File: src/rtl/mull_pkg.sv
package mull_pkg;
  localparam int unsigned EXT_W      = 16;
  localparam int unsigned IDX_W      = 3;
  localparam int unsigned SIGN_BIT   = 11;
  localparam int unsigned QUAD_BIT   = 10;
  localparam int unsigned LO_IDX_LSB = 12;
  localparam int unsigned HI_IDX_LSB = 0;
  localparam int unsigned PC_BACK    = 4;

  typedef enum logic [1:0] {ST_IDLE, ST_RUN, ST_FIN} mull_state_e;

  typedef struct packed {
    logic             is_signed;
    logic             quad;
    logic [IDX_W-1:0] lo_idx;
    logic [IDX_W-1:0] hi_idx;
  } mull_op_t;

  typedef struct packed {
    logic n;
    logic z;
    logic v;
    logic c;
  } mull_ccr_t;
endpackage

File: src/rtl/mull_decode.sv
module mull_decode
  import mull_pkg::*;
(
  input  logic [EXT_W-1:0] ext_i,
  output mull_op_t         op_o
);
  logic unused_ext_bits;
  assign unused_ext_bits = ^{ext_i[15], ext_i[9:3]};

  always_comb begin
    op_o.is_signed = ext_i[SIGN_BIT];
    op_o.quad      = ext_i[QUAD_BIT];
    op_o.lo_idx    = ext_i[LO_IDX_LSB +: IDX_W];
    op_o.hi_idx    = ext_i[HI_IDX_LSB +: IDX_W];
  end
endmodule

File: src/rtl/mull_shift_add.sv
module mull_shift_add #(
  parameter int unsigned W = 32
) (
  input  logic           clk_i,
  input  logic           rst_ni,
  input  logic           load_i,
  input  logic           step_i,
  input  logic [W-1:0]   mcand_i,
  input  logic [W-1:0]   mplier_i,
  output logic [2*W-1:0] prod_o,
  output logic           last_o
);
  localparam int unsigned CW = $clog2(W);

  logic [CW-1:0]  cnt_q;
  logic [W-1:0]   mcand_q;
  logic [2*W-1:0] prod_q;
  logic [W:0]     sum;

  // add multiplicand into upper half when current multiplier bit is set
  always_comb sum = {1'b0, prod_q[2*W-1:W]} + (prod_q[0] ? {1'b0, mcand_q} : '0);

  always_ff @(posedge clk_i or negedge rst_ni) begin
    if (!rst_ni) begin
      cnt_q   <= '0;
      mcand_q <= '0;
      prod_q  <= '0;
    end else if (load_i) begin
      cnt_q   <= '0;
      mcand_q <= mcand_i;
      prod_q  <= {{W{1'b0}}, mplier_i};
    end else if (step_i) begin
      cnt_q   <= cnt_q + 1'b1;
      prod_q  <= {sum, prod_q[W-1:1]};
    end
  end

  assign prod_o = prod_q;
  assign last_o = (cnt_q == CW'(W-1));
endmodule

File: src/rtl/mull_result.sv
module mull_result
  import mull_pkg::*;
#(
  parameter int unsigned W = 32
) (
  input  logic [2*W-1:0] mag_i,
  input  logic           negate_i,
  input  logic           is_signed_i,
  input  logic           quad_i,
  input  logic           full_i,
  output logic [W-1:0]   lo_o,
  output logic [W-1:0]   hi_o,
  output mull_ccr_t      ccr_o
);
  logic [2*W-1:0] prod;
  logic           ovf;

  always_comb begin
    prod = negate_i ? (~mag_i + 1'b1) : mag_i;
    lo_o = prod[W-1:0];
    hi_o = prod[2*W-1:W];
    ovf  = is_signed_i ? (hi_o != {W{lo_o[W-1]}}) : (hi_o != '0);
    if (quad_i) begin
      ccr_o.n = prod[2*W-1];
      ccr_o.z = (prod == '0);
      ccr_o.v = 1'b0;
    end else begin
      ccr_o.n = lo_o[W-1];
      ccr_o.z = (lo_o == '0);
      ccr_o.v = full_i & ovf;
    end
    ccr_o.c = 1'b0;
  end
endmodule

File: src/rtl/mull_unit.sv
module mull_unit
  import mull_pkg::*;
#(
  parameter int unsigned W = 32
) (
  input  logic             clk_i,
  input  logic             rst_ni,
  input  logic             start_i,
  input  logic [EXT_W-1:0] ext_i,
  input  logic [W-1:0]     src_i,
  input  logic [W-1:0]     dst_i,
  input  logic [W-1:0]     pc_i,
  input  logic             full_variant_i,
  input  logic             quad_ok_i,
  output logic             busy_o,
  output logic             done_o,
  output logic             lo_we_o,
  output logic [IDX_W-1:0] lo_idx_o,
  output logic [W-1:0]     lo_data_o,
  output logic             hi_we_o,
  output logic [IDX_W-1:0] hi_idx_o,
  output logic [W-1:0]     hi_data_o,
  output logic             flag_n_o,
  output logic             flag_z_o,
  output logic             flag_v_o,
  output logic             flag_c_o,
  output logic             exc_o,
  output logic [W-1:0]     exc_pc_o
);
  mull_state_e    state_q;
  mull_op_t       dec_op, op_q;
  logic           full_q, neg_q;
  logic           accept, trap, load;
  logic [W-1:0]   src_mag, dst_mag;
  logic [2*W-1:0] mag;
  logic           last;
  logic [W-1:0]   res_lo, res_hi;
  mull_ccr_t      res_ccr, ccr_q;

  mull_decode u_dec (.ext_i(ext_i), .op_o(dec_op));

  assign accept = start_i && (state_q == ST_IDLE);
  assign trap   = accept && dec_op.quad && !quad_ok_i;
  assign load   = accept && !trap;

  always_comb begin
    src_mag = (dec_op.is_signed && src_i[W-1]) ? (~src_i + 1'b1) : src_i;
    dst_mag = (dec_op.is_signed && dst_i[W-1]) ? (~dst_i + 1'b1) : dst_i;
  end

  mull_shift_add #(.W(W)) u_core (
    .clk_i   (clk_i),
    .rst_ni  (rst_ni),
    .load_i  (load),
    .step_i  (state_q == ST_RUN),
    .mcand_i (src_mag),
    .mplier_i(dst_mag),
    .prod_o  (mag),
    .last_o  (last)
  );

  mull_result #(.W(W)) u_res (
    .mag_i      (mag),
    .negate_i   (neg_q),
    .is_signed_i(op_q.is_signed),
    .quad_i     (op_q.quad),
    .full_i     (full_q),
    .lo_o       (res_lo),
    .hi_o       (res_hi),
    .ccr_o      (res_ccr)
  );

  always_ff @(posedge clk_i or negedge rst_ni) begin
    if (!rst_ni) begin
      state_q   <= ST_IDLE;
      op_q      <= '0;
      full_q    <= 1'b0;
      neg_q     <= 1'b0;
      done_o    <= 1'b0;
      exc_o     <= 1'b0;
      exc_pc_o  <= '0;
      lo_we_o   <= 1'b0;
      hi_we_o   <= 1'b0;
      lo_idx_o  <= '0;
      hi_idx_o  <= '0;
      lo_data_o <= '0;
      hi_data_o <= '0;
      ccr_q     <= '0;
    end else begin
      done_o  <= 1'b0;
      exc_o   <= 1'b0;
      lo_we_o <= 1'b0;
      hi_we_o <= 1'b0;
      unique case (state_q)
        ST_IDLE: begin
          if (trap) begin
            done_o   <= 1'b1;
            exc_o    <= 1'b1;
            exc_pc_o <= pc_i - W'(PC_BACK);
          end else if (load) begin
            op_q    <= dec_op;
            full_q  <= full_variant_i;
            neg_q   <= dec_op.is_signed & (src_i[W-1] ^ dst_i[W-1]);
            state_q <= ST_RUN;
          end
        end
        ST_RUN: if (last) state_q <= ST_FIN;
        ST_FIN: begin
          done_o    <= 1'b1;
          lo_we_o   <= 1'b1;
          lo_idx_o  <= op_q.lo_idx;
          lo_data_o <= res_lo;
          // equal indices: drop the high write so the low word survives
          hi_we_o   <= op_q.quad && (op_q.hi_idx != op_q.lo_idx);
          hi_idx_o  <= op_q.hi_idx;
          hi_data_o <= res_hi;
          ccr_q     <= res_ccr;
          state_q   <= ST_IDLE;
        end
        default: state_q <= ST_IDLE;
      endcase
    end
  end

  assign busy_o   = (state_q != ST_IDLE);
  assign flag_n_o = ccr_q.n;
  assign flag_z_o = ccr_q.z;
  assign flag_v_o = ccr_q.v;
  assign flag_c_o = ccr_q.c;
endmodule

File: config.mk
export PLATFORM = sky130hd
export DESIGN_NAME = mull_unit
export DESIGN_NICKNAME = d
export VERILOG_FILES = /design/src/rtl/mull_pkg.sv /design/src/rtl/mull_decode.sv /design/src/rtl/mull_shift_add.sv /design/src/rtl/mull_result.sv /design/src/rtl/mull_unit.sv
export SDC_FILE = /design/constraint.sdc
export NUM_CORES = 1
export LEC_CHECK = 0
export BUFFER_PORTS_ARGS = -buffer_cell sky130_fd_sc_hd__buf_2
export CORE_MARGIN = 1
export CORE_UTILIZATION = 64
export CTS_BUF_LIST = sky130_fd_sc_hd__clkbuf_4 sky130_fd_sc_hd__clkbuf_8
export DETAILED_ROUTE_END_ITERATION = 6
export GPL_ROUTABILITY_DRIVEN = 1
export HOLD_SLACK_MARGIN = 0.06
export PLACE_DENSITY = 0.93
export SYNTH_ARGS = -nofsm -noshare
export SYNTH_HDL_FRONTEND = slang
export SYNTH_HIERARCHICAL = 1
export SYNTH_SLANG_ARGS = --single-unit
File: constraint.sdc
create_clock -name clk_i -period 9.8 [get_ports clk_i]
set_clock_uncertainty 0.1 [all_clocks]
set_input_delay 2.45 -clock clk_i [delete_from_list [all_inputs] [get_ports clk_i]]
set_output_delay 2.45 -clock clk_i [all_outputs]
set_load 0.1 [all_outputs]
After elaboration in Yosys (flattened, before gate mapping)
Cells that the tools add are included.
{"block": "word_totals", "ff_bits": 222, "latchBits": 0, "mem_bits_rw": 0, "romBits": 0, "input_bits": 117, "output_inout_bits": 111, "n_memories": 0}
{"block": "classes", "addsub": 6, "multipliers": 0, "div_mod_pow": 0, "magnitude_cmp": 0, "n_eq_ne": 8, "shift": 0, "muxes": 19, "bitwise_logic": 7, "reduce_logical": 18}
{"cell": "2-to-1 mux 64 bit", "n": 3}
{"cell": "2-to-1 mux 32 bit", "n": 3}
{"cell": "adder 32 x 1 -> 32 bit, second input constant", "n": 2}
{"cell": "adder 64 x 1 -> 64 bit, second input constant", "n": 1}
{"cell": "zero test 64 bit", "n": 1}
{"cell": "NOT 32 bit", "n": 2}
{"cell": "NOT 64 bit", "n": 1}
{"cell": "adder 32 x 33 -> 33 bit", "n": 1}
{"cell": "zero test 32 bit", "n": 1}
{"cell": "!= test 32 bit", "n": 1}
{"cell": "nonzero test 32 bit", "n": 1}
{"cell": "subtractor 32 x 3 -> 32 bit, second input constant", "n": 1}
{"cell": "2-to-1 mux 5 bit", "n": 2}
{"cell": "logical AND 1 bit", "n": 7}
{"cell": "2-to-1 mux 2 bit", "n": 3}
{"cell": "!= test 2 bit, second input constant", "n": 3}
{"cell": "AND reduction 3 bit", "n": 2}
{"cell": "adder 5 x 1 -> 5 bit, second input constant", "n": 1}
{"cell": "== test 5 bit, second input constant", "n": 1}
{"cell": "2-to-1 mux 1 bit", "n": 5}
{"cell": "one-hot mux 2 bit (2 select lines)", "n": 1}
{"cell": "nonzero test 2 bit", "n": 2}
{"cell": "2-to-1 mux 3 bit", "n": 1}
{"cell": "!= test 3 bit", "n": 1}
{"cell": "9 further kinds", "n": 11}

Depth between registers and ports, before layout
Gate-level depths: netlist of the first run.
{"block": "depth", "word_depth": 9, "depth_mapped": 13}

By module
The synthesis of the first run kept the hierarchy.
{"module": "mull_unit", "n_inst": 1, "cells_per_inst": 587, "area_per_inst_um2": 6403.6, "seq_area_each_um2": 3052.9}
{"module": "mull_shift_add", "n_inst": 1, "cells_per_inst": 615, "area_per_inst_um2": 6007.0, "seq_area_each_um2": 2527.4}
{"module": "mull_result", "n_inst": 1, "cells_per_inst": 307, "area_per_inst_um2": 2243.4, "seq_area_each_um2": 0.0}
{"module": "mull_decode", "n_inst": 1, "cells_per_inst": 8, "area_per_inst_um2": 60.1, "seq_area_each_um2": 0.0}

Worst setup path before layout of the first run
Ideal clock, no wire load.
{"block": "synth_timing", "path_kind": "input port to flip-flop", "startpoint": "in start_i", "endpoint": "reg u_core.mcand_q[0]", "setup_time_ns": 0.125, "arrival_time_ns": 4.394, "t_required_ns": 9.575, "path_slack_ns": 5.181, "cell_stages": 9, "path_buffers": 4, "path_cell_list": "nor3b_1 -> nand3b_1 -> nand2_1 -> buf_1 -> inv_1 -> clkbuf_1 -> clkbuf_1 -> clkbuf_1 -> mux2_2"}
{"block": "synth_between", "elab_chain_cells": 5}
{"item": "from (decl)", "line": "mull_unit.sv:8", "rtl": "input logic start_i,"}
{"item": "logical AND 1 bit (*)", "line": "mull_unit.sv:42", "rtl": "assign accept = start_i && (state_q == ST_IDLE);"}
{"item": "logical AND 1 bit (2 in a row)", "line": "mull_unit.sv:43", "rtl": "assign trap = accept && dec_op.quad && !quad_ok_i;"}
{"item": "zero test 1 bit", "line": "mull_unit.sv:44", "rtl": "assign load = accept && !trap;"}
{"item": "logical AND 1 bit (*)", "line": "mull_unit.sv:44"}
{"item": "named net load", "line": "mull_unit.sv:33", "rtl": "logic accept, trap, load;"}
{"item": "to (signal assigned)", "line": "mull_shift_add.sv:30", "rtl": "mcand_q <= mcand_i;"}
{"item": "to (decl)", "line": "mull_shift_add.sv:16", "rtl": "logic [W-1:0] mcand_q;"}
Mark *: on every way through the listed nets, which the timed path passes. The rest lies on a longest branch.
A chain may end at the register's enable or synchronous reset.

Worst setup path after layout of the first run
{"block": "layout_timing", "startpoint": "in start_i", "endpoint": "reg u_core.prod_q[62] (netlist: u_core/prod_o[62])"}
{"block": "layout_between", "elab_chain_cells": 6}
{"item": "logical AND 1 bit (*)", "line": "mull_unit.sv:42"}
{"item": "logical AND 1 bit (2 in a row)", "line": "mull_unit.sv:43"}
{"item": "zero test 1 bit", "line": "mull_unit.sv:44"}
{"item": "logical AND 1 bit (*)", "line": "mull_unit.sv:44"}
{"item": "named net load", "line": "mull_unit.sv:33"}
{"item": "2-to-1 mux 64 bit or nonzero test 2 bit (tied branches)"}
{"item": "to (signal assigned)", "line": "mull_shift_add.sv:31", "rtl": "prod_q <= {{W{1'b0}}, mplier_i};"}
{"item": "to (signal assigned)", "line": "mull_shift_add.sv:34", "rtl": "prod_q <= {sum, prod_q[W-1:1]};"}
{"item": "to (decl)", "line": "mull_shift_add.sv:17", "rtl": "logic [2*W-1:0] prod_q;"}
Marks and branches as above.

==> summary.txt, run 1 <==
Status
  • Status: completed

STA
  • Max-slew headroom at the worst pin: about a quarter
  • Unrepaired setup endpoints after global routing: false
  • Final Setup Violations: 0
  • Setup TNS: 0 ps
  • Maximum clock rate: 0.186 GHz
  • Post-layout min period: 5380 ps
  • Least-Margin Pin Slew: about 1200 ps
  • Final-report max-slew violation count: 0
  • Tcrit/Tclk final: a little over half
  • Fin. Hold Viols: 0

Critical path
  • Worst flop-to-flop path startpoint: u_core/prod_o[1]
  • Crit path launch type: input port
  • CP endpoint kind: register
  • WP data required: 10,110 ps
  • Data arrival, critical path: between 5000 and 6000 ps
  • Worst Path Buf+Inv: 4
  • Delay-heaviest family, CP: buffers and inverters
  • Worst flop-to-flop path endpoint: flag_v_o
  • Crit-path max cell delay: approximately 860 ps
  • Critical path type: in2reg
  • Reg2reg setup slack: 5420 ps
  • Crit-path cells: buf_2 > nor3b_1 > nand3b_1 > buf_4 > nand2_1 > inv_2 > buf_4 > nor2b_1 > and3_1 > a211o_1
  • CP max FO: ~110
  • Cell repeated most along the worst path: buf_4
  • Critical Path Slowest Stage Cell: buf_4
  • Worst r2r path cells: 12

Clocking
  • Root buffer cell: clkbuf_8
  • CTS tree: built
  • Cts hold-fix bufs: 0
  • CTS Sinks: roughly 220
  • Worst-path clk slew: ~60 ps
  • Clock buffer depth: 3
  • Post-CTS setup buffer count: 0
  • H-tree lvl count: 2
  • CTS buffer count: 37
  • Clock network latency to the later pin of the worst-skew pair: 530 ps
  • # resized after CTS: 0

Cells and area
  • Fillers: approximately 1,600
  • Net count reported at finish: ~1,900
  • Final Instance Area: between 15,000 and 20,000 um^2
  • P&R area growth vs syn: 13.8%
  • Layout cells sized above 1: between 20% and 30%

Detailed routing
  • Detailed-route via count: 12,913
  • Drt via density: 6.38
  • Routed Antenna Nets: 0
  • Drt wl/cell: slightly above 20 um
  • DRT Pass-1 Iters: 6
  • Final WL: roughly 41 mm
  • Initial drt markers: between 1,000 and 1,500
  • Drt drc: 0

Synthesis
  • Syn Inst Count: between 1,500 and 2,000
  • Ys flop type: dfrtp_1
  • Synth area leader: dfrtp_1
  • Synth unique cells: 93
  • Syn Nets: ~1,700
  • Synth top area share: a little under two fifths
  • Yosys warning total: 6
  • Synth area leaders: dfrtp_1, mux2_2, xnor2_1, nand2_1, o21ai_0
  • Mean Syn Cell Area: 9.70 um^2
  • Seq/Total Area, Yosys: between 30% and 40%
  • Mapped Area: ~15,000 um^2
  • Post-synth EDFFs: 0
  • Post-synth ARST share: 100%
  • Seq cells post-synth: 223

Pwr
  • Maximum VDD drop: approximately 0.23 mV
  • Static leakage: ~7.6 nW
  • Pwr/cell area: ~360 nW/um^2

Placed design
  • IO Port Bufs: between 200 and 250
  • Placer Congestion: ~0.92
  • Final HPWL DP: approximately 30 mm
  • Placed inst area: 15,900 um^2

Hold path
  • Worst hold path class: reg2reg
  • Min-delay src: exc_pc_o[0]
  • WHS Path Cells: 2
  • Endpoint, Worst Hold: exc_pc_o[0]

Floorplan
  • Die height: 154 um
  • IO Count: 228
  • Die X-Extent: roughly 150 um
  • Rows: 55
  • Core Region: about 23,000 um^2
  • Die area: 23,600 um^2
  • Starting density of the core: around two thirds

Job
  • Max Cap Viol: 0

Global routing
  • Pin count of the biggest net entering global routing: around 120
  • Vias in the first global route: 12,861
  • Antenna violations before repair: 3
  • GRT Util Overall: 34.7%
  • First-pass GRT wire length: about 66 mm
  • GRT overflow: 0
## flip-flops by register name, indices dropped and copies added, names as in the netlist, 3 cells and up
register	count
hi_idx_o	3
u_core/mcand_q	32
u_core/cnt_q	5
lo_data_o	32
u_core/prod_o	64
hi_data_o	32
op_q	8
lo_idx_o	3
exc_pc_o	32
## per-stage QoR
stage / power [mW] / cells / util [%] / hold slack [ps] / worst slack (ps)
global placement: 4.86 / 1954 / 70.4 / 355 / 4060
detailed placement: 4.99 / 1954 / 70.4 / 361 / 3910
CTS: 5.94 / 2021 / 74.1 / 377 / 4470
finish: 6.01 / 2024 / 74.2 / 374 / 4420
global route: 6.31 / 2024 / 74.2 / 388 / 4220
floorplan: 4.18 / 1517 / - / 364 / 5180
## Yosys cell counts (29+ instances only)
cell type,count
nor3_1,29
nor2_1,68
a21oi_1,38
xnor2_1,118
xor2_1,58
ha_1,38
inv_1,36
dfrtp_1,223
nand2_1,159
mux2_2,113
o21ai_0,105
mux2i_1,43
clkbuf_1,52
and2_1,39
o31ai_1,40
## layer usage
layer,global-route usage [%],vias to the layer above,wire [um]
li1,-,5916,-
met1,44.4,6241,16500
met2,58.2,644,19300
met3,6.29,112,3360
met4,14.6,0,1460
met5,0,-,0
## cell usage in the layout, fill, tap and decap left out, types with 7 or more instances in the layout
| cell | netlist | final |
|---|---|---|
| o21a_1 | 7 | 7 |
| mux2i_1 | 43 | 43 |
| nand3_1 | 24 | 24 |
| dfrtp_1 | 223 | 222 |
| xor2_1 | 58 | 58 |
| clkbuf_8 | 2 | 45 |
| buf_4 | 10 | 9 |
| inv_1 | 36 | 34 |
| o41ai_2 | 9 | 9 |
| o31ai_1 | 40 | 40 |
| nor4_1 | 27 | 27 |
| ha_1 | 38 | 38 |
| o41ai_1 | 19 | 19 |
| nand2_1 | 159 | 159 |
| nor3_1 | 29 | 29 |
| o21ai_1 | 16 | 16 |
| or3_1 | 16 | 16 |
| o21ai_0 | 105 | 105 |
| mux2_2 | 113 | 113 |
| nand2b_1 | 14 | 14 |
| a21oi_1 | 38 | 38 |
| nand4_1 | 22 | 22 |
| nor2_1 | 68 | 67 |
| buf_2 | 3 | 218 |
| or4_1 | 18 | 18 |
| xnor2_1 | 118 | 118 |
| nor4_2 | 7 | 7 |
| and2_1 | 39 | 39 |
| or4_4 | 7 | 7 |
| clkbuf_4 | 0 | 12 |
| a31oi_1 | 14 | 14 |
| a21o_1 | 7 | 7 |
## layout make-up
class,instances,area [um^2],share of cell area [%]
antenna,3,7.51,0.0448
clock buffer,57,709,4.24
clock inverter,10,131,0.785
inverter,37,139,0.830
multi-input combinational,1181,8640,51.6
sequential,223,5580,33.3
tap,285,357,2.13
timing repair buffer,228,1170,7.01
## where the power goes
group / internal (mW) / switching, mW / total (mW) / leakage [nW]
clock network: 0.543 / 0.382 / 0.925 / 0.445
registers: 1.27 / 0.441 / 1.71 / 2.87
logic: 1.07 / 2.30 / 3.37 / 4.33
## worst register-to-register path, stage by stage (launching register included)
cell	delay (ps)
dfrtp_1	450
inv_1	100
ha_1	170
nor3b_1	510
nand3_2	460
nand2b_1	410
o41ai_1	440
xnor2_1	260
nor2b_1	80
or4_1	530
nor4_1	340
a21oi_1	130
mux2_2	270
## worst max path at each step
| stage | startpoint | to | slack, ps | depth (start not counted) |
|---|---|---|---|---|
| floorplan | start_i | u_core/mcand_q[0] | 5180 | 9 |
| global placement | start_i | u_core/prod_o[62] | 4060 | 10 |
| detailed placement | start_i | u_core/prod_o[62] | 3910 | 10 |
| CTS | start_i | u_core/prod_o[62] | 4470 | 10 |
| global route | start_i | u_core/prod_o[62] | 4220 | 10 |
| finish | start_i | u_core/prod_o[62] | 4420 | 10 |
## logic make-up after synthesis
kind of cell / count (synthesis) / synth area share [%]
buf+inv: 113 / 3.40
compound gates: 316 / 14.5
simple gates: 493 / 18.7
mux: 156 / 11.6
flops: 223 / 37.9
xor+xnor: 176 / 10.5
fa+ha+maj: 39 / 3.37
other cells: 1 / 0.0255
(Power assumes the default switching activity.)
==> run 2, diff against run 1 <==
- CORE_UTILIZATION: 64 -> 54
- PLACE_DENSITY: 0.93 -> 0.84
- clock period: 9.8 -> 4.4 ns (I/O delays scaled with it)
==> run 2 against run 1 <==
Critical path depth unchanged. Clock-buffer cell count unchanged. Hold slack about the same. Flip-flop and latch count unchanged. Non-clock buffer count increased by 12. Register-to-register slack got worse by 5000 ps. Sequential share of layout area decreased by 0.43 points. Global-route usage decreased by 7.2 points. Combinational power increased by 120%. Via count decreased by 3.0%. Power increased by 120%.
==> summary.txt, run 2 (synthesized netlist as in run 1, its figures left out) <==
Status
  • Status: completed

Clocking
  • # resized after CTS: 0 (unchanged)
  • CTS Sinks: 223 (unchanged)
  • CTS buffer count: 38 (+2.7%)
  • Cts hold-fix bufs: 0 (unchanged)
  • CTS tree: built
  • Root buffer cell: clkbuf_8
  • H-tree lvl count: 2 (unchanged)
  • Post-CTS setup buffer count: 0 (unchanged)
  • Worst-path clk slew: 60 ps (about the same)
  • Clock network latency to the later pin of the worst-skew pair: 550 ps (+20 ps)
  • Clock buffer depth: 3 (unchanged)

STA
  • Unrepaired setup endpoints after global routing: false
  • Tcrit/Tclk final: between 90% and 100%
  • Final-report max-slew violation count: 0 (unchanged)
  • Setup TNS: 0 ps (unchanged)
  • Post-layout min period: 3970 ps
  • Maximum clock rate: ~0.25 GHz
  • Fin. Hold Viols: 0 (unchanged)
  • Final Setup Violations: 0 (unchanged)
  • Least-Margin Pin Slew: 1150 ps (+3.00 ps)
  • Max-slew headroom at the worst pin: 22.9% (-0.38 points)

Critical path
  • Data arrival, critical path: 4300 ps (-1390 ps)
  • Reg2reg setup slack: 430 ps (-4990 ps)
  • Critical path type: reg2reg
  • Crit path from: u_core/prod_o[8]
  • Worst r2r path cells: 10 (-2)
  • Crit path launch type: register
  • CP endpoint kind: register
  • Worst flop-to-flop path endpoint: flag_v_o
  • WP data required: 4730 ps (-5380 ps)
  • Setup crit end: flag_v_o
  • CP max FO: 17 (-85%)
  • Worst flop-to-flop path startpoint: u_core/prod_o[8]

Pwr
  • Combinational power share: 55.5% (-0.6 points)
  • Internal: 6.52 mW (+130%)
  • Flop pwr share: 28.6% (about the same)
  • Maximum VDD drop: 0.265 mV (+15%)
  • Psw: 6.85 mW (+120%)
  • Switching Fraction: 51.3% (-0.69 points)
  • Pwr/cell area: 788 nW/um^2 (+120%)
  • Total power: 13.4 mW (+120%)
  • Static leakage: 7.73 nW (+1.1%)
  • Clock Power Share: 16.0% (+0.6 points)

Placed design
  • Placed instance count: 2,022 (+3.5%)
  • Placed inst area: 16,100 um^2 (+1.2%)
  • Placer Congestion: 0.942 (+2.7%)
  • Final HPWL DP: 29.4 mm (-0.97%)
  • IO Port Bufs: 219 (unchanged)

Hold path
  • Worst hold path class: reg2reg

Detailed routing
  • Drt via density: 5.99 (-6.1%)
  • Routed Antenna Nets: 0 (unchanged)
  • Final WL: 38.8 mm (-4.6%)
  • DRT Pass-1 Iters: 5 (-1)
  • Initial drt markers: 970 (-27%)
  • Drt drc: 0 (unchanged)
  • Drt wl/cell: 18.6 um (-7.6%)
  • Detailed-route via count: 12,529 (-3.0%)

Cells and area
  • Final Instance Area: 17,000 um^2 (+1.3%)
  • Layout Cells excl Fill: 2,091 (+3.3%)
  • Final Util: 63.1% (-11 points)
  • Most common cell after layout, fill and taps aside: dfrtp_1
  • Net count reported at finish: 1,877 (+0.70%)
  • Max reg flops: 64 (unchanged)
  • P&R area growth vs syn: 15.2%
  • Most frequent cells in the layout: dfrtp_1, buf_2, nand2_1, xnor2_1, mux2_2
  • Layout cells sized above 1: 28.1% (+0.54 points)

Job
  • Max Cap Viol: 0 (unchanged)

Global routing
  • GRT overflow: 0 (unchanged)
  • Vias in the first global route: 12,021 (-6.5%)
  • First-pass GRT wire length: 62.3 mm (-6.0%)
  • Pin count of the biggest net entering global routing: 93 (-19%)
  • GRT Util Overall: 27.5% (-7.2 points)
  • Antenna violations before repair: 1 (-2)

Floorplan
  • Rows: 60 (+9.1%)
  • IO Count: 228 (unchanged)
  • Die X-Extent: 167 um (+8.8%)
  • Starting density of the core: 54.7% (-10 points)
  • Die height: 167 um (+8.8%)
  • Core Region: 26,900 um^2 (+19%)
  • Die area: 27,900 um^2 (+18%)
-- run 2: layout make-up --
class                           count  area [um^2]
Tap cell                          341          427
Antenna cell                        1         2.50
Timing Repair Buffer              240         1290
Clock buffer                       57          703
Sequential cell                   223         5580
Inverter                           37          139
Fill cell                        2182         9920
Multi-Input combinational cell   1181         8640
Clock inverter                     11          174
-- run 2: power groups by stage --
stage / logic (mW) / registers [mW] / clock network [mW]
after floorplan: 4.05 / 5.26 / 0
after global placement: 7.12 / 3.75 / 0
after detailed placement: 7.27 / 3.82 / 0
after CTS: 7.32 / 3.79 / 2.16
after global routing: 7.91 / 3.93 / 2.26
final: 7.42 / 3.82 / 2.13
-- run 2: stage by stage --
stage / worst slack (ps) / hold slack [ps]
global route: 122 / 405
floorplan: 936 / 364
detailed placement: 516 / 365
CTS: 502 / 379
global placement: 585 / 353
finish: 432 / 374
-- run 2: how the worst min path moves through the flow --
stage	start	to	slack, ps	cells after the start
2_1_floorplan	state_q[0]	done_o	360	1
3_3_place_gp	exc_pc_o[1]	exc_pc_o[1]	350	2
3_5_place_dp	exc_pc_o[17]	exc_pc_o[17]	370	2
4_1_cts	exc_pc_o[11]	exc_pc_o[11]	380	2
5_1_grt	exc_pc_o[17]	exc_pc_o[17]	410	2
6_report	exc_pc_o[11]	exc_pc_o[11]	370	2
-- run 2: critical path, cell delays in order, from the launching register on --
cell and delay [ps]:
dfrtp_1 470, nor4_2 520, nand3_2 400, nand2b_1 390, o41ai_1 440, xnor2_1 240, nor2b_1 80, or4_1 540
nor4_1 310, a21oi_1 110, mux2_2 260
-- run 2: layer usage --
metal	wire length, um	vias up	track usage (%)
met5	0	-	0
met3	2730	55	5.01
li1	-	5948	-
met2	18100	509	44.7
met4	689	0	7.29
met1	17300	6017	37.9
==> run 3, diff against run 2 <==
- CORE_UTILIZATION: 54 -> 64
- HOLD_SLACK_MARGIN: 0.06 -> unset
- PLACE_DENSITY: 0.84 -> 0.93
- clock period: 4.4 -> 5.1 ns (I/O delays scaled with it)
==> run 3 against run 2 <==
Clock power fell by 17%. Hold slack lost 0.58 ps. Utilization rose by 11 points. Cell count fell by 3.2%. Fmax shrank 11%. Non-clock buffer count shrank 12. Global-route usage rose by 7.1 points. Combinational power decreased by 14%. Flip-flop and latch count did not move. First-iteration DRC count grew 53%. Register-to-register slack gained 230 ps.
==> summary.txt, run 3 (synthesized netlist as in run 1, its figures left out) <==
Detailed routing
  • Routed Antenna Nets: 0 (unchanged)
  • Drt drc: 0 (unchanged)
  • Drt via density: 6.40 (+6.8%)
  • DRT Pass-1 Iters: 6 (+1)
  • Initial drt markers: 1,482 (+53%)
  • Detailed-route via count: 12,952 (+3.4%)
  • Drt wl/cell: 20.2 um (+8.7%)
  • Final WL: 40.9 mm (+5.2%)

Job
  • Max Cap Viol: 0 (unchanged)

Cells and area
  • Final Instance Area: 16,700 um^2 (-1.2%)
  • Most frequent cells in the layout: dfrtp_1, buf_2, nand2_1, xnor2_1, mux2_2
  • P&R area growth vs syn: 13.8%
  • Max reg flops: 64 (unchanged)
  • Net count reported at finish: 1,866 (-0.59%)
  • Most common cell after layout, fill and taps aside: dfrtp_1
  • Layout cells sized above 1: 27.6% (-0.50 points)

Critical path
  • WP data required: 5410 ps (+680 ps)
  • Worst r2r path cells: 12 (+2)
  • CP max FO: 17 (unchanged)
  • Crit path launch type: register
  • CP endpoint kind: register
  • Critical path type: reg2reg
  • Data arrival, critical path: 4750 ps (+450 ps)

STA
  • Final worst slack: 661 ps (+229 ps)
  • Post-layout min period: 4440 ps (+471 ps)
  • Tcrit/Tclk final: 87.0% (-3.1 points)
  • Worst hold slack: 374 ps (-0.580 ps)
  • Max-slew headroom at the worst pin: 20.1% (-2.8 points)
  • Final Setup Violations: 0 (unchanged)
  • Maximum clock rate: 0.225 GHz (-11%)
  • Final-report max-slew violation count: 0 (unchanged)
  • Unrepaired setup endpoints after global routing: false
  • Least-Margin Pin Slew: 1200 ps (+44.7 ps)
  • Setup TNS: 0 ps (unchanged)
  • Fin. Hold Viols: 0 (unchanged)

Clocking
  • Cts hold-fix bufs: 0 (unchanged)
  • CTS buffer count: 39 (+2.6%)
  • CTS Sinks: 223 (unchanged)
  • Root buffer cell: clkbuf_8
  • Worst-path clk slew: 60 ps (about the same)
  • CTS tree: built
  • Clock buffer depth: 3 (unchanged)
  • H-tree lvl count: 2 (unchanged)
  • Clock network latency to the later pin of the worst-skew pair: 540 ps (about the same)
  • # resized after CTS: 0 (unchanged)
  • Post-CTS setup buffer count: 0 (unchanged)

Pwr
  • Clock Power Share: 15.3% (-0.7 points)
  • Pwr/cell area: 687 nW/um^2 (-13%)
  • Combinational power share: 55.6% (about the same)
  • Static leakage: 7.65 nW (-0.96%)
  • Flop pwr share: 29.2% (+0.6 points)
  • Maximum VDD drop: 0.394 mV (+49%)
  • Switching Fraction: 52.0% (+0.71 points)
  • Internal: 5.53 mW (-15%)
  • Psw: 5.98 mW (-13%)

Floorplan
  • Die height: 154 um (-8.0%)
  • IO Count: 228 (unchanged)
  • Rows: 55 (-8.3%)
  • Die area: 23,600 um^2 (-15%)
  • Starting density of the core: 65.2% (+10 points)
  • Die X-Extent: 154 um (-8.0%)
  • Core Region: 22,600 um^2 (-16%)

Status
  • Status: completed

Global routing
  • Pin count of the biggest net entering global routing: 126 (+35%)
  • Vias in the first global route: 12,586 (+4.7%)
  • First-pass GRT wire length: 65.8 mm (+5.7%)
  • GRT overflow: 0 (unchanged)
  • GRT Util Overall: 34.7% (+7.1 points)
  • Antenna violations before repair: 2 (+1)

Placed design
  • Final HPWL DP: 30.0 mm (+2.1%)
  • IO Port Bufs: 219 (unchanged)
  • Pre-CTS WS: 906 ps (+389 ps)
  • Placed inst area: 15,900 um^2 (-1.1%)
  • Placer Congestion: 0.932 (-1.1%)

Hold path
  • WHS Path Cells: 2 (unchanged)
  • Worst hold path class: reg2reg
## run 3: cell count changes in the layout (fill, tap and decap cells not counted), moves of 2 or more
cell | previous run | this run
clkinv_2 | 4 | 6
inv_6 | 2 | 0
buf_4 | 19 | 8
clkbuf_8 | 44 | 47
bufinv_16 | 4 | 2
## run 3: path summary, 6_finish.rpt
path / startpoint / to / slack [ps]
hold reg to reg: exc_pc_o[13] / exc_pc_o[13] / 370
min in group asynchronous: rst_ni / exc_pc_o[2] / 730
hold / removal: exc_pc_o[13] / exc_pc_o[13] / 370
setup reg to reg: u_core/prod_o[0] / flag_v_o / 660
max in group asynchronous: rst_ni / u_core/mcand_q[27] / 3150
setup / recovery: u_core/prod_o[0] / flag_v_o / 660
## run 3: final cells by class
cell class              instances  area [um^2]
diodes                          2         5.00
clock buffers                  59          737
clock inverters                 9          101
fillers                      1516         5820
inverters                      37          139
multi-input cells            1181         8640
flip-flops and latches        223         5580
well taps                     285          357
repair buffers                228         1190
## run 3: critical path: stages, from the launching register on
cell and delay (ps):
dfrtp_1 510, inv_1 130, ha_1 190, nor3b_1 460
nand3_2 440, nand2b_1 390, o41ai_1 500, xnor2_1 250
nor2b_1 80, or4_1 540, nor4_1 330, a21oi_1 110
mux2_2 260
## run 3: metrics by stage
stage	util, %	total power, mW	instances
after detailed placement	70.5	9.57	1954
final	74.2	11.5	2024
after global routing	74.2	12.1	2024
after global placement	70.5	9.33	1954
after CTS	74.2	11.4	2022
after floorplan	-	8.04	1517
## run 3: routing by layer
| layer | up-vias | share of wire [%] | track usage [%] |
|---|---|---|---|
| li1 | 5904 | - | - |
| met1 | 6256 | 41 | 45.2 |
| met2 | 682 | 48 | 57.1 |
| met3 | 110 | 8.2 | 6.29 |
| met4 | 0 | 3.5 | 14.3 |
| met5 | - | 0 | 0 |
## run 3: power by group through the flow
stage	registers (mW)	logic (mW)	clock network, mW
floorplan	4.54	3.50	0
global placement	3.27	6.06	0
detailed placement	3.34	6.23	0
CTS	3.32	6.28	1.77
global route	3.44	6.81	1.86
finish	3.36	6.40	1.76
